### config.mk
export PLATFORM = sky130hd
export DESIGN_NAME = istream_aligner
export DESIGN_NICKNAME = d
export VERILOG_FILES = /design/src/rtl/ialn_pkg.sv /design/src/rtl/ialn_rst_sync.sv /design/src/rtl/ialn_slot_decode.sv /design/src/rtl/ialn_hold_buf.sv /design/src/rtl/istream_aligner.sv
export SDC_FILE = /design/constraint.sdc
export NUM_CORES = 1
export LEC_CHECK = 0
export CORE_MARGIN = 5
export CORE_UTILIZATION = 42
export CTS_CLUSTER_SIZE = 10
export DETAILED_ROUTE_END_ITERATION = 12
export GPL_ROUTABILITY_DRIVEN = 0
export GPL_TIMING_DRIVEN = 0
export HOLD_SLACK_MARGIN = 0.02
export PLACE_DENSITY = 0.92
export SLEW_MARGIN = 0
export SYNTH_ARGS = -nofsm -noshare
export SYNTH_HDL_FRONTEND = slang
export SYNTH_SLANG_ARGS = --single-unit
### constraint.sdc
create_clock -name clk -period 3.67 [get_ports clk]
set_input_delay 0.734 -clock clk [delete_from_list [all_inputs] [get_ports clk]]
set_output_delay 0.734 -clock clk [all_outputs]
set_load 0.01 [all_outputs]
### src/rtl/ialn_pkg.sv
package ialn_pkg;
  localparam int NRM_W = 32;
  localparam int CMP_W = 16;
  localparam int SLOTS = NRM_W / CMP_W;
  localparam int OP_W  = 6;

  localparam logic [OP_W-1:0]  ENTER_OP = 6'b111110;
  localparam logic [OP_W-1:0]  EXIT_OP  = 6'b111111;
  localparam logic [CMP_W-1:0] PAD_SLOT = '0;

  typedef enum logic {
    MODE_NRM = 1'b0,
    MODE_CMP = 1'b1
  } mode_e;

  typedef struct packed {
    logic pad;
    logic quit;
  } slot_cls_t;
endpackage

### src/rtl/ialn_rst_sync.sv
module ialn_rst_sync (
  input  logic clk,
  input  logic rst_n,
  output logic rst_sync_n
);
  logic [1:0] sync_q;

  always_ff @(posedge clk or negedge rst_n) begin
    if (!rst_n) sync_q <= 2'b00;
    else        sync_q <= {sync_q[0], 1'b1};
  end

  assign rst_sync_n = sync_q[1];
endmodule

### src/rtl/ialn_slot_decode.sv
module ialn_slot_decode
  import ialn_pkg::*;
(
  input  logic [CMP_W-1:0] slot,
  output slot_cls_t        cls
);
  always_comb begin
    cls.pad  = (slot == PAD_SLOT);
    cls.quit = (slot[CMP_W-1 -: OP_W] == EXIT_OP);
  end
endmodule

### src/rtl/ialn_hold_buf.sv
module ialn_hold_buf
  import ialn_pkg::*;
(
  input  logic             clk,
  input  logic             rst_n,
  input  logic             load,
  input  logic             clear,
  input  logic [CMP_W-1:0] d,
  output logic [CMP_W-1:0] q,
  output logic             vld
);
  logic [CMP_W-1:0] data_n;
  logic             vld_n;

  always_comb begin
    data_n = q;
    vld_n  = vld;
    if (clear) begin
      vld_n = 1'b0;
    end else if (load) begin
      data_n = d;
      vld_n  = 1'b1;
    end
  end

  always_ff @(posedge clk or negedge rst_n) begin
    if (!rst_n) begin
      q   <= '0;
      vld <= 1'b0;
    end else begin
      q   <= data_n;
      vld <= vld_n;
    end
  end
endmodule

### src/rtl/istream_aligner.sv
module istream_aligner
  import ialn_pkg::*;
(
  input  logic             clk,
  input  logic             rst_n,
  input  logic             flush,
  input  logic             in_valid,
  output logic             in_ready,
  input  logic [NRM_W-1:0] in_word,
  output logic             out_valid,
  input  logic             out_ready,
  output logic [NRM_W-1:0] out_instr,
  output logic             out_cmp,
  output logic             align_err
);
  localparam int LO = 0;
  localparam int HI = SLOTS - 1;

  logic             rst_sync_n;
  mode_e            mode_q, mode_n;
  slot_cls_t        in_cls [SLOTS];
  slot_cls_t        hold_cls;
  logic [CMP_W-1:0] hold_q;
  logic             hold_vld_q;
  logic             hold_load, hold_clear;
  logic             entry_word, accept;

  ialn_rst_sync u_rst (.clk(clk), .rst_n(rst_n), .rst_sync_n(rst_sync_n));

  for (genvar s = 0; s < SLOTS; s++) begin : g_slot
    ialn_slot_decode u_dec (.slot(in_word[s*CMP_W +: CMP_W]), .cls(in_cls[s]));
  end

  ialn_slot_decode u_hold_dec (.slot(hold_q), .cls(hold_cls));

  ialn_hold_buf u_hold (
    .clk(clk), .rst_n(rst_sync_n), .load(hold_load), .clear(hold_clear),
    .d(in_word[HI*CMP_W +: CMP_W]), .q(hold_q), .vld(hold_vld_q)
  );

  assign entry_word = (in_word[NRM_W-1 -: OP_W] == ENTER_OP);
  assign in_ready   = !flush && !hold_vld_q && out_ready;
  assign accept     = in_valid && in_ready;

  // next-state: mode and pending halfword
  always_comb begin
    mode_n     = mode_q;
    hold_load  = 1'b0;
    hold_clear = 1'b0;
    if (flush) begin
      mode_n     = MODE_NRM;
      hold_clear = 1'b1;
    end else if (hold_vld_q) begin
      if (hold_cls.quit) begin
        mode_n     = MODE_NRM;
        hold_clear = 1'b1;
      end else if (out_ready) begin
        hold_clear = 1'b1;
      end
    end else if (accept) begin
      if (mode_q == MODE_NRM) begin
        if (entry_word) mode_n = MODE_CMP;
      end else if (in_cls[LO].quit) begin
        mode_n = MODE_NRM;
      end else if (!in_cls[HI].pad) begin
        hold_load = 1'b1;
      end
    end
  end

  always_ff @(posedge clk or negedge rst_sync_n) begin
    if (!rst_sync_n) mode_q <= MODE_NRM;
    else             mode_q <= mode_n;
  end

  // output selection
  always_comb begin
    out_valid = 1'b0;
    out_instr = '0;
    out_cmp   = 1'b0;
    if (!flush) begin
      if (hold_vld_q) begin
        out_valid = !hold_cls.quit;
        out_instr = {{(NRM_W-CMP_W){1'b0}}, hold_q};
        out_cmp   = 1'b1;
      end else if (mode_q == MODE_NRM) begin
        out_valid = in_valid && !entry_word;
        out_instr = in_word;
      end else begin
        out_valid = in_valid && !in_cls[LO].pad && !in_cls[LO].quit;
        out_instr = {{(NRM_W-CMP_W){1'b0}}, in_word[LO*CMP_W +: CMP_W]};
        out_cmp   = 1'b1;
      end
    end
  end

  assign align_err = accept && (mode_q == MODE_CMP) && in_cls[LO].quit && !in_cls[HI].pad;
endmodule

==> results.cfg <==
[pwr]
powerDensity_nw_per_um2 = 267
leakage_nw = 0.900
p_total_uw = 583
max-vdd-ir-drop_uv = 247

[synthesis]
synth_cell_types = 29
ys_ff_latch = 20
synth_cells = 130
syn_area_per_cell_um2 = 10.4
synth.cell_area_um2 = 1350
synthesis.nets = 167
synth-warning-count = 0
seq_area_frac_synth_pct = 37.1

[sta]
fmax_mhz = 289
fin_hold_ws_ns = 0.304
drv_slew = 0
worst_pin_slew_ns = 0.740
setup_violations = 0
fin_crit_sh_pct = 94.2
relSlewSlack_pct = 50.7
fin_crit_ns = 3.46
rsz0062_at_grt = false
fin_worst_skew_ns = 0.00928
finalSetupTns_ns = 0
hold_viol_final = 0

[route]
first_iter_violations = 52
totalWireLength_mm = 4.31
drt_pass1_iterations = 4
vias = 1314
postRouteAntennaNets = 0
wire_per_inst_um = 17.3
vias_per_cell = 5.26
drc_errors = 0

[die]
pin_count = 73
row_count = 20
die-area_um2 = 4440
die_w_um = 66.6
fp.coreArea_um2 = 3080
die_h_um = 66.6
floorplan.initialDensity_pct = 43.8

[clocking]
clk-insertion-delay-late_ns = 0.32
numCtsBuffers = 3
cts_tree = yes
clkTransAtPathRegs_ns = 0.13
cts_root_buf = clkbuf_4
holdBufCountCts = 0
ctsHtreeMaxLevel = 1
clkSinkCount = 20
clockBufferDepth = 2

[placed_design]
dp_hpwl_mm = 3.49
place_area_um2 = 2120
place.port_buffers = 72

[worst_setup_path]
r2r-start = u_hold.vld
worstPathArrival_ns = 2.72
reg2reg_slack_ns = 1.85
worstPathMaxFanout = 10
critPathLaunch = flush
crit-reg2reg-capture = u_hold.q[5]
ff2ff_path_depth = 7
critPathLaunchType = input pin
critical_path_required_ns = 2.94
critical_path_class = input pin to output port
end_kind = output port
cp-endpoint = out_instr[29]

[worst_hold_path]
hold_path_class = flop to asynchronous set/reset pin

[global_route]
antenna_found_initial = 0
overflow = 0
grt_pass1_vias = 1443
grt_pass1_wl_mm = 7.06
grt_use_total_pct = 20.6
grt_max_degree = 19

[finish]
drive_gt1_share_pct = 14.1
layout.nets = 244
fill_cells = 216
diodes = 0
syn2layout_area_growth_pct = 61.9
fin_area_um2 = 2180

[job]
drv_cap = 0

[run_status]
status = finished, final reports clean
cell usage in the layout, fill, tap and decap left out, types with 2 or more instances in the layout:
cell type,instances
mux2_4,9
buf_6,2
and3_1,3
nor2_1,21
nand2_1,4
mux2_2,7
mux2i_1,16
and2_1,16
clkdlybuf4s50_1,72
clkbuf_1,2
buf_2,2
nor4_1,8
clkbuf_4,3
and4_1,2
dfrtp_1,20
nand4_1,2
worst min-delay path by stage:
stage / from / endpoint / cells after the start
2_1_floorplan: u_rst.sync_q[1] / mode_q / 0
3_3_place_gp: u_rst.sync_q[1] / u_hold.q[6] / 0
3_5_place_dp: u_rst.sync_q[1] / u_hold.q[5] / 0
4_1_cts: u_rst.sync_q[1] / u_hold.q[8] / 0
5_1_grt: u_rst.sync_q[1] / u_hold.q[6] / 0
6_report: u_rst.sync_q[1] / u_hold.q[8] / 0
cell families after synthesis:
group           count (synthesis)  share of synthesized area [%]
other cells                     1                          0.278
mux                            32                           27.8
compound gates                  7                           4.36
simple gates                   62                           25.7
buf+inv                         8                           4.74
flops                          20                           37.1
cell type report:
type                    count  area [µm²]  area share [%]
flip-flops and latches     20         500            22.9
well taps                  44        55.1            2.52
clock inverters             1        30.0            1.38
repair buffers             72         721            33.0
multi-input cells         102         788            36.1
clock buffers               3        22.5            1.03
plain buffers               8        65.1            2.98
power by group:
| group | switching [mW] | internal, mW | total, mW | leakage [nW] |
|---|---|---|---|---|
| Combinational | 0.0571 | 0.0936 | 0.151 | 0.600 |
| Clock | 0.0768 | 0.111 | 0.187 | 0.0279 |
| Sequential | 0.0127 | 0.232 | 0.245 | 0.272 |
| Total | 0.147 | 0.436 | 0.583 | 0.900 |
cells in the mapped netlist:
cell	instances	area share (%)
dfrtp_1	20	37
and3b_1	1	0.65
nor4_1	8	3.7
buf_12	1	1.5
clkbuf_1	3	0.84
a32o_1	1	0.74
buf_2	2	0.74
a31o_2	1	0.65
o31ai_1	1	0.56
nor3_1	1	0.37
nand2_1	4	1.1
a2bb2oi_1	1	0.65
or4_1	1	0.56
mux2_2	7	5.8
o211a_1	1	0.74
nand4b_1	1	0.65
nor3b_4	1	1.4
nor2_1	21	5.8
mux2_4	9	10
mux2i_1	16	12
and2_1	16	7.4
conb_1	1	0.28
nand4_1	2	0.93
a211o_1	1	0.65
and3_1	3	1.4
a21oi_1	1	0.37
buf_6	2	1.7
and4_1	2	1.3
nand3_1	1	0.37
layer usage:
metal,global-route usage (%),share of wire (%),routed length [µm],up-vias
li1,-,-,-,625
met1,24.0,40,1740,631
met2,37.9,52,2240,54
met3,5.06,6.8,294,4
met4,4.31,0.83,36,0
met5,0,0,0,-
what timing repair did:
action                                  in CTS  in global routing
gates cloned                                 0                  0
setup buffers                                0                  0
resized for setup                            1                  2
endpoints found under the setup margin       3                  2
flip-flops by register name (all words and copies together), names as in the netlist:
register and count:
u_hold.q 16, u_rst.sync_q 2, u_hold.vld 1, mode_q 1
metrics by stage:
step                      cells  worst slack [ns]  util (%)
after floorplan             130              1.34         -
after global placement      246            0.0640      69.0
after detailed placement    246           0.00245      69.0
after CTS                   250             0.113      70.9
after global routing        250             0.109      70.9
final                       250             0.215      70.9
worst max-delay path, stage by stage:
cell and delay (ns):
clkdlybuf4s50_1 0.54, nor3_2 0.39, clkbuf_1 0.32, and2_1 0.19, clkdlybuf4s50_1 0.54
Note: power is estimated with default switching activity, not from simulation.
